==> src/rtl/pkt_tx_pkg.sv <==
package pkt_tx_pkg;
  localparam int unsigned NIRQ     = 4;
  localparam int unsigned IRQ_AE   = 0;
  localparam int unsigned IRQ_DONE = 1;
  localparam int unsigned IRQ_OVF  = 2;
  localparam int unsigned IRQ_UDF  = 3;
endpackage

==> src/rtl/pkt_tx_fifo.sv <==
module pkt_tx_fifo #(
  parameter int unsigned DW    = 8,
  parameter int unsigned DEPTH = 64,
  localparam int unsigned AW   = (DEPTH > 1) ? $clog2(DEPTH) : 1,
  localparam int unsigned CW   = $clog2(DEPTH + 1)
) (
  input  logic          clk_i,
  input  logic          rst_ni,
  input  logic          flush_i,
  input  logic          push_i,
  input  logic [DW-1:0] wdata_i,
  input  logic          pop_i,
  output logic [DW-1:0] rdata_o,
  output logic [CW-1:0] count_o,
  output logic          empty_o,
  output logic          full_o
);
  logic [DW-1:0] mem [DEPTH];
  logic [AW-1:0] wp_q, rp_q;
  logic [CW-1:0] cnt_q;

  function automatic logic [AW-1:0] ptr_inc(input logic [AW-1:0] p);
    return (p == AW'(DEPTH - 1)) ? '0 : p + AW'(1);
  endfunction

  always_ff @(posedge clk_i) begin
    if (push_i) mem[wp_q] <= wdata_i;
  end

  always_ff @(posedge clk_i or negedge rst_ni) begin
    if (!rst_ni) begin
      wp_q  <= '0;
      rp_q  <= '0;
      cnt_q <= '0;
    end else if (flush_i) begin
      wp_q  <= '0;
      rp_q  <= '0;
      cnt_q <= '0;
    end else begin
      if (push_i) wp_q <= ptr_inc(wp_q);
      if (pop_i)  rp_q <= ptr_inc(rp_q);
      cnt_q <= cnt_q + CW'(push_i) - CW'(pop_i);
    end
  end

  assign rdata_o = mem[rp_q];
  assign count_o = cnt_q;
  assign empty_o = (cnt_q == '0);
  assign full_o  = (cnt_q == CW'(DEPTH));
endmodule

==> src/rtl/pkt_tx_ctrl.sv <==
module pkt_tx_ctrl
  import pkt_tx_pkg::*;
#(
  parameter int unsigned LEN_W = 16,
  parameter int unsigned CW    = 7
) (
  input  logic             clk_i,
  input  logic             rst_ni,
  input  logic             start_i,
  input  logic [LEN_W-1:0] pkt_len_i,
  input  logic [CW-1:0]    thresh_i,
  input  logic             wr_en_i,
  input  logic             out_ready_i,
  input  logic [CW-1:0]    count_i,
  input  logic             empty_i,
  input  logic             full_i,
  output logic             push_o,
  output logic             pop_o,
  output logic             flush_o,
  output logic             active_o,
  output logic             valid_o,
  output logic [LEN_W-1:0] wr_cnt_o,
  output logic [LEN_W-1:0] len_o,
  output logic [NIRQ-1:0]  ev_o
);
  logic             active_q;
  logic [LEN_W-1:0] len_q, wr_cnt_q, sent_q;
  logic [CW-1:0]    cnt_nxt;
  logic             last_byte;

  assign valid_o  = active_q && !empty_i && !start_i;
  assign pop_o    = valid_o && out_ready_i;
  assign push_o   = active_q && !start_i && wr_en_i && (wr_cnt_q < len_q) && !full_i;
  assign flush_o  = start_i;
  assign cnt_nxt  = count_i + CW'(push_o) - CW'(pop_o);
  assign last_byte = (sent_q == len_q - LEN_W'(1));

  always_comb begin
    ev_o           = '0;
    // falling crossing only: level above threshold before, at or below after
    ev_o[IRQ_AE]   = pop_o && (count_i > thresh_i) && (cnt_nxt <= thresh_i);
    ev_o[IRQ_DONE] = pop_o && last_byte;
    ev_o[IRQ_OVF]  = wr_en_i && !start_i && !push_o;
    ev_o[IRQ_UDF]  = pop_o && (cnt_nxt == '0) && !last_byte;
  end

  always_ff @(posedge clk_i or negedge rst_ni) begin
    if (!rst_ni) begin
      active_q <= 1'b0;
      len_q    <= '0;
      wr_cnt_q <= '0;
      sent_q   <= '0;
    end else if (start_i) begin
      active_q <= (pkt_len_i != '0);
      len_q    <= pkt_len_i;
      wr_cnt_q <= '0;
      sent_q   <= '0;
    end else begin
      if (push_o) wr_cnt_q <= wr_cnt_q + LEN_W'(1);
      if (pop_o)  sent_q   <= sent_q + LEN_W'(1);
      if (ev_o[IRQ_DONE]) active_q <= 1'b0;
    end
  end

  assign active_o = active_q;
  assign wr_cnt_o = wr_cnt_q;
  assign len_o    = len_q;
endmodule

==> src/rtl/pkt_tx_irq.sv <==
module pkt_tx_irq #(
  parameter int unsigned N = 4
) (
  input  logic         clk_i,
  input  logic         rst_ni,
  input  logic [N-1:0] ev_i,
  input  logic [N-1:0] clr_i,
  input  logic [N-1:0] en_i,
  output logic [N-1:0] pend_o,
  output logic         irq_o
);
  logic [N-1:0] pend_q;

  for (genvar i = 0; i < N; i++) begin : g_pend
    always_ff @(posedge clk_i or negedge rst_ni) begin
      if (!rst_ni)      pend_q[i] <= 1'b0;
      else if (ev_i[i]) pend_q[i] <= 1'b1;
      else if (clr_i[i]) pend_q[i] <= 1'b0;
    end
  end

  assign pend_o = pend_q;
  assign irq_o  = |(pend_q & en_i);
endmodule

==> src/rtl/pkt_tx_streamer.sv <==
module pkt_tx_streamer
  import pkt_tx_pkg::*;
#(
  parameter int unsigned DW    = 8,
  parameter int unsigned DEPTH = 64,
  parameter int unsigned LEN_W = 16,
  localparam int unsigned CW   = $clog2(DEPTH + 1)
) (
  input  logic             clk_i,
  input  logic             rst_ni,
  input  logic             start_i,
  input  logic [LEN_W-1:0] pkt_len_i,
  input  logic [CW-1:0]    thresh_i,
  input  logic             wr_en_i,
  input  logic [DW-1:0]    wr_data_i,
  input  logic [NIRQ-1:0]  irq_en_i,
  input  logic [NIRQ-1:0]  irq_clr_i,
  output logic [NIRQ-1:0]  pend_o,
  output logic             irq_o,
  output logic             out_valid_o,
  output logic [DW-1:0]    out_data_o,
  input  logic             out_ready_i
);
  logic             push, pop, flush, active, empty, full;
  logic [CW-1:0]    cnt;
  logic [LEN_W-1:0] wr_cnt, len_q;
  logic [NIRQ-1:0]  ev;

  pkt_tx_fifo #(.DW(DW), .DEPTH(DEPTH)) u_fifo (
    .clk_i   (clk_i),
    .rst_ni  (rst_ni),
    .flush_i (flush),
    .push_i  (push),
    .wdata_i (wr_data_i),
    .pop_i   (pop),
    .rdata_o (out_data_o),
    .count_o (cnt),
    .empty_o (empty),
    .full_o  (full)
  );

  pkt_tx_ctrl #(.LEN_W(LEN_W), .CW(CW)) u_ctrl (
    .clk_i       (clk_i),
    .rst_ni      (rst_ni),
    .start_i     (start_i),
    .pkt_len_i   (pkt_len_i),
    .thresh_i    (thresh_i),
    .wr_en_i     (wr_en_i),
    .out_ready_i (out_ready_i),
    .count_i     (cnt),
    .empty_i     (empty),
    .full_i      (full),
    .push_o      (push),
    .pop_o       (pop),
    .flush_o     (flush),
    .active_o    (active),
    .valid_o     (out_valid_o),
    .wr_cnt_o    (wr_cnt),
    .len_o       (len_q),
    .ev_o        (ev)
  );

  pkt_tx_irq #(.N(NIRQ)) u_irq (
    .clk_i  (clk_i),
    .rst_ni (rst_ni),
    .ev_i   (ev),
    .clr_i  (irq_clr_i),
    .en_i   (irq_en_i),
    .pend_o (pend_o),
    .irq_o  (irq_o)
  );
endmodule

==> config.mk <==
export PLATFORM = sky130hd
export DESIGN_NAME = pkt_tx_streamer
export DESIGN_NICKNAME = d
export VERILOG_FILES = /design/src/rtl/pkt_tx_pkg.sv /design/src/rtl/pkt_tx_fifo.sv /design/src/rtl/pkt_tx_ctrl.sv /design/src/rtl/pkt_tx_irq.sv /design/src/rtl/pkt_tx_streamer.sv
export SDC_FILE = /design/constraint.sdc
export NUM_CORES = 1
export LEC_CHECK = 0
export BUFFER_PORTS_ARGS = -buffer_cell sky130_fd_sc_hd__buf_2
export CAP_MARGIN = 40
export CORE_MARGIN = 5
export CORE_UTILIZATION = 41
export CTS_BUF_LIST = sky130_fd_sc_hd__clkbuf_2 sky130_fd_sc_hd__clkbuf_4 sky130_fd_sc_hd__clkbuf_8
export DETAILED_ROUTE_END_ITERATION = 8
export GPL_TIMING_DRIVEN = 0
export PLACE_DENSITY = 0.66
export SYNTH_ARGS = -nofsm -noshare
export SYNTH_HDL_FRONTEND = slang
export SYNTH_SLANG_ARGS = --single-unit
==> constraint.sdc <==
create_clock -name clk_i -period 4.8 [get_ports clk_i]
set_clock_uncertainty 0.15 [all_clocks]
set_input_delay 1.44 -clock clk_i [delete_from_list [all_inputs] [get_ports clk_i]]
set_output_delay 1.44 -clock clk_i [all_outputs]
set_load 0.1 [all_outputs]
# Yosys cells after proc, flatten, opt, wreduce, memory -nomap -nowiden
# Memory sizes are Yosys's and may differ from the RTL's.
# Index checks and enable logic that the tools add are counted.
op_classes:
  addsub: 7
  magnitude_cmp: 3
  n_eq_ne: 4
  n_mux: 23
  bitwise: 1
  reduce_logical: 30
op_table:
  columns: ["cell", "count"]
  rows:
  - ["16-bit two-way mux", 4]
  - ["6-bit two-way mux", 6]
  - ["16-bit by 1-bit adder with 16-bit output (second input constant)", 2]
  - ["16-bit equality test", 1]
  - ["16-bit less-than comparator", 1]
  - ["16-bit nonzero test", 1]
  - ["16-bit by 1-bit subtractor with 16-bit output (second input constant)", 1]
  - ["1-bit logical AND", 14]
  - ["7-bit zero test", 2]
  - ["2-bit nonzero test", 7]
  - ["6-bit by 1-bit adder with 6-bit output (second input constant)", 2]
  - ["6-bit equality test (second input constant)", 2]
  - ["1-bit two-way mux", 12]
  - ["7-bit by 1-bit adder with 7-bit output", 1]
  - ["7-bit equality test (second input constant)", 1]
  - ["7-bit greater-than comparator", 1]
  - ["7-bit <= comparator", 1]
  - ["7-bit two-way mux", 1]
  - ["7-bit by 1-bit subtractor with 7-bit output", 1]
  - ["1-bit zero test", 5]
  - ["4-bit bitwise AND", 1]
  - ["4-bit OR reduction", 1]
totals:
  ff_bits: 72
  ram_bits: 512
  inputBits: 44
  memories: 1
mem_list:
  columns: ["memory", "words", "word_bits", "read_ports", "rd_clocked_by_memory_dff", "wr", "line", "rtl"]
  rows:
  - ["u_fifo.mem", 64, 8, 1, 0, 1, "pkt_tx_fifo.sv:18", "logic [DW-1:0] mem [DEPTH];"]

# Logic depth before layout (Yosys ltp)
logic_depth:
  depth_word: 11
  ltp_mapped: 26
  mapped_depth_nobuf: 24

# Hierarchy
# From an unflattened synthesis, not the netlist that was laid out.
unflattened:
  hier_cells: 1551
  area_unflattened_um2: 25264.2
by_module_without_submodules:
  columns: ["module", "n_inst", "cells_each", "area_per_inst_um2", "seq_area_each_um2"]
  rows:
  - ["pkt_tx_fifo", 1, 1097, 21192.8, 15850.2]
  - ["pkt_tx_ctrl", 1, 439, 3906.2, 1226.2]
  - ["pkt_tx_irq", 1, 15, 165.2, 100.1]

# Worst setup path after synthesis
# No wires, ideal clock.
synth_timing:
  kind: "input-to-reg"
  start: "in start_i"
  end: "reg u_irq.pend_q[0] (netlist: u_irq.pend_o[0])"
  setup_ns: 0.111
  t_arrival_ns: 6.273
  required_time_ns: 4.539
  path_slack_ns: -1.734
  stages: 20
  n_path_buf: 1
  path_cell_list: "nand2b_1 -> a21oi_1 -> nand2_1 -> inv_2 -> clkbuf_1 -> ha_1 -> inv_1 -> ha_1 -> inv_1 -> fa_1 -> nand2b_1 -> a21oi_1 -> o21ai_1 -> mux2i_1 -> nand2_1 -> ha_1 -> nand3_1 -> o22ai_1 -> a21oi_1 -> o41ai_1"
synth_lines:
  columns: ["item", "line", "rtl"]
  rows:
  - ["from (decl)", "pkt_tx_streamer.sv:11", "input logic start_i,"]
  - ["1-bit zero test (*)", "pkt_tx_ctrl.sv:31", "assign valid_o = active_q && !empty_i && !start_i;"]
  - ["1-bit logical AND (*)", "pkt_tx_ctrl.sv:31", null]
  - ["named net out_valid_o", "pkt_tx_streamer.sv:20", "output logic out_valid_o,"]
  - ["1-bit logical AND (*)", "pkt_tx_ctrl.sv:32", "assign pop_o = valid_o && out_ready_i;"]
  - ["7-bit by 1-bit subtractor with 7-bit output", "pkt_tx_ctrl.sv:35", "assign cnt_nxt = count_i + CW'(push_o) - CW'(pop_o);"]
  - ["7-bit <= comparator", "pkt_tx_ctrl.sv:41", "ev_o[IRQ_AE] = pop_o && (count_i > thresh_i) && (cnt_nxt <= thresh_i);"]
  - ["1-bit logical AND (*)", "pkt_tx_ctrl.sv:41", null]
  - ["1-bit two-way mux or 2-bit nonzero test (tied branches)", null, null]
  - ["to (signal, indexed assignment)", "pkt_tx_irq.sv:16", "if (!rst_ni) pend_q[i] <= 1'b0;"]
  - ["to (signal, indexed assignment)", "pkt_tx_irq.sv:17", "else if (ev_i[i]) pend_q[i] <= 1'b1;"]
  - ["to (signal, indexed assignment)", "pkt_tx_irq.sv:18", "else if (clr_i[i]) pend_q[i] <= 1'b0;"]
  - ["to (decl)", "pkt_tx_irq.sv:12", "logic [N-1:0] pend_q;"]
# Mark *: on every way through the listed nets, which the timed path passes. The rest lies on a longest branch.
# A chain may end at the register's enable or synchronous reset.

# Worst setup path in the final report
layout_timing:
  start: "reg u_fifo.rp_q[1]"
  end: "out out_data_o[0]"
layout_between:
  elab_chain_cells: 1
layout_lines:
  columns: ["item", "line", "rtl"]
  rows:
  - ["from (decl)", "pkt_tx_fifo.sv:19", "logic [AW-1:0] wp_q, rp_q;"]
  - ["from (signal assigned)", "pkt_tx_fifo.sv:41", "if (pop_i) rp_q <= ptr_inc(rp_q);"]
  - ["memory read 64 x 8 bit", null, null]
  - ["to (decl)", "pkt_tx_streamer.sv:21", "output logic [DW-1:0] out_data_o,"]
# No other way between the ends.

==> impl_results.md <==
* CP required at 3210 ps
* Pre-antenna DRT Iters at 5
* Synth async-reset ratio at 12.3%
* Hold WS at 378 ps
* Buffers and inverters on the worst path at 4
* Max Root-Sink Buffers at 3
* Ports at 58
* Clock sinks at 584
* Critical Path Most Common Cell: mux4_2
* Layout area overhead at 15.7%
* Critical Path Start Type: flop
* Final Non-Filler Cells at 2400
* Critical Path AT at 3500 ps
* CTS Root Cell: clkbuf_8
* Final setup vio count at 8
* Rows at 90
* YS warnings at 0
* DRT antenna net count at 0
* Die W at 255 um
* Distinct cells, synth at 60
* Total number of vias at 13700
* Final WS setup at -287 ps
* Global-route wire length before repair at 88800 um
* Htree depth at 3
* Max-slew violations at 0
* Number of flops mapped to enable cells by yosys at 512
* Post-route minimum period at 5090 ps
* CTS tree: done
* Crit. End Element: output port
* Cell Area, Synth at 0.0247 mm^2
* Syn Area/Cell at 17.9 um^2
* MaxCap Viol Count at 0
* Post-DP Area at 0.0263 mm^2
* Hold_buf cts at 0
* Pwr Density at 401 mW/mm^2
* Clock slew at reported path FFs at 60 ps
* Port bufs at 57
* Fmax at 197 MHz
* CP max stage cell: mux4_2
* Per-cell routed wire length at 24.7 um
* Initial Util at 41.1%
* Fillers at 4994
* Total CTS buffers at 90
* Final HPWL DP at 40100 um
* DR DRC count at 0
* Fin crit share at 106%
* Status: finished, violations left
* Failing checks: negative setup slack
* Hold Crit Class: flop to flop
* Crit-path cells: clkbuf_4 -> buf_6 -> clkbuf_4 -> mux4_2 -> mux4_2 -> mux4_2 -> buf_8
* GRT Overall Usage at 18.0%
* Static leakage at 0.00939 uW
* VDD IR max at 0.338 mV
* Slew @ Worst Pin at 854 ps
* CP top delay family: multiplexers
* Grt total ovfl at 0
* Die area at 0.0652 mm^2
* CP Max Fanout at 10
* Post-Syn Nets at 1467
* Setup CP Type: flop to output port
* Vias/cell at 5.69
* Primary FF master, synth: edfxtp_1
* Design Power at 11400 uW
* Vias in the first global route at 13800
* Synthesized instance count at 1379
* WL final at 59200 um
* Chip Height at 255 um
* Layout Nets at 1649
* Largest net degree at the start of global routing at 47
* RSZ-0062 raised after global routing: yes
* Global placement routability congestion at 0.834
* Core area at 0.0600 mm^2
* Share of cells above drive strength 1 at 28.2%
* Fin area at 0.0286 mm^2
* Seq/Total Area, Yosys at 69.6%
* Placed Cells at 2237
* Hold Violations, Final at 0
* Register bit total from synthesis at 584
* Iter 0 DRT Violations at 1231
* Slew Limit Headroom at 43.0%
* Fin Setup TNS at -1970 ps
* Initial antenna violation count at 3
* Max incr delay on CP at 580 ps
* Clock Latency Late Sink at 680 ps
## power breakdown
group	switching, uW	internal (uW)	leakage (uW)
logic	1010	793	0.00295
registers	70.1	5580	0.00556
clock network	1930	2060	0.000881
## final timing paths
kind,depth (start not counted),start,slack (ps),endpoint
worst max-delay path,7,u_fifo.rp_q[1],-290,out_data_o[0]
worst min-delay path,2,u_irq.pend_o[1],380,u_irq.pend_o[1]
worst max register to register,25,u_ctrl.len_o[5],290,u_irq.pend_o[0]
worst min register to register,2,u_irq.pend_o[1],380,u_irq.pend_o[1]
max in group asynchronous,2,rst_ni,3350,u_fifo.rp_q[0]
min in group asynchronous,1,rst_ni,550,u_ctrl.len_o[8]
## flip-flops by register name, summed over array words and instances, names as in the netlist
register         count
u_ctrl.len_o        16
u_irq.pend_o         4
u_ctrl.active_o      1
u_fifo.mem         512
u_ctrl.sent_q       16
u_fifo.rp_q          6
u_fifo.wp_q          6
u_ctrl.wr_cnt_o     16
u_fifo.count_o       7
## area by class of cell
cell class | instances | area (um^2) | area share (%)
multi-input combinational | 675 | 7110 | 24.9
inverter | 50 | 188 | 0.657
clock buffer | 121 | 1480 | 5.17
buffer | 67 | 552 | 1.93
timing repair buffer | 93 | 882 | 3.09
clock inverter | 26 | 190 | 0.666
sequential | 584 | 17200 | 60.1
tap | 782 | 978 | 3.43
antenna | 2 | 5.00 | 0.0175
## Yosys cell counts, drive strengths merged, types with 2 or more instances
cell | count | share of area, %
and3 | 11 | 0.28
a2111oi | 3 | 0.11
a21o | 7 | 0.21
mux2 | 2 | 0.091
nor2 | 95 | 1.4
dfrtp | 72 | 7.3
inv | 50 | 0.76
edfxtp | 512 | 62
buf | 23 | 0.66
a31oi | 4 | 0.10
nand4 | 17 | 0.43
or2 | 2 | 0.051
nand2b | 7 | 0.18
nand3b | 4 | 0.12
a21oi | 39 | 0.79
o22ai | 6 | 0.15
nor2b | 8 | 0.20
mux4 | 168 | 15
a31o | 3 | 0.11
ha | 43 | 2.2
a22oi | 3 | 0.091
or4 | 17 | 0.52
nand2 | 53 | 0.81
and4 | 3 | 0.11
clkbuf | 47 | 0.71
or3 | 12 | 0.30
nand3 | 25 | 0.51
mux2i | 2 | 0.081
o31ai | 11 | 0.33
nor4 | 12 | 0.38
xnor2 | 18 | 0.64
o21a | 3 | 0.091
and2 | 7 | 0.18
o211ai | 2 | 0.061
a41oi | 3 | 0.11
xor2 | 19 | 0.67
nand4b | 3 | 0.11
o21ai | 38 | 0.77
nor3 | 11 | 0.24
## stage by stage
step	worst slack [ps]	util (%)
after detailed placement	-839	43.9
final	-287	47.6
after floorplan	-124	-
after global routing	-369	47.6
after CTS	-331	47.3
after global placement	-817	43.4
## what timing repair did
action,in CTS,in global routing
endpoints found under the setup margin,10,10
pin swaps,0,1
gates cloned,2,1
gates resized for setup,88,20
setup buffers,7,7
## cells in the final DEF (no fill, tap or decap), drive strengths merged, types with 12 or more instances in the layout
master	count
inv	56
dfrtp	72
xnor2	18
or3	12
or4	17
nor2	95
mux4	168
edfxtp	512
clkinv	18
nand3	25
xor2	19
a21oi	39
nand4	17
ha	43
nor4	12
buf	115
clkbuf	166
o21ai	38
nand2	53
## tightest hold or removal path, cell delays in order (launching register included)
cell and delay, ps:
dfrtp_1 380, inv_1 60, o21ai_1 50
## layer usage
metal	track usage, %	wire, um	share of wire (%)
met5	0	13	0.022
met4	4.95	1430	2.4
met3	5.17	5380	9.1
met2	28.0	28200	48
met1	25.1	24100	41
## cells by family after synthesis
kind of cell	share of synthesized area (%)
AO/OA/AOI/OAI	3.27
XOR/XNOR	1.31
AND/OR/NAND/NOR	5.98
buffers and inverters	2.13
multiplexers	15.5
adder cells (fa/ha/maj)	2.26
flip-flops	69.6
(Power assumes the default switching activity.)
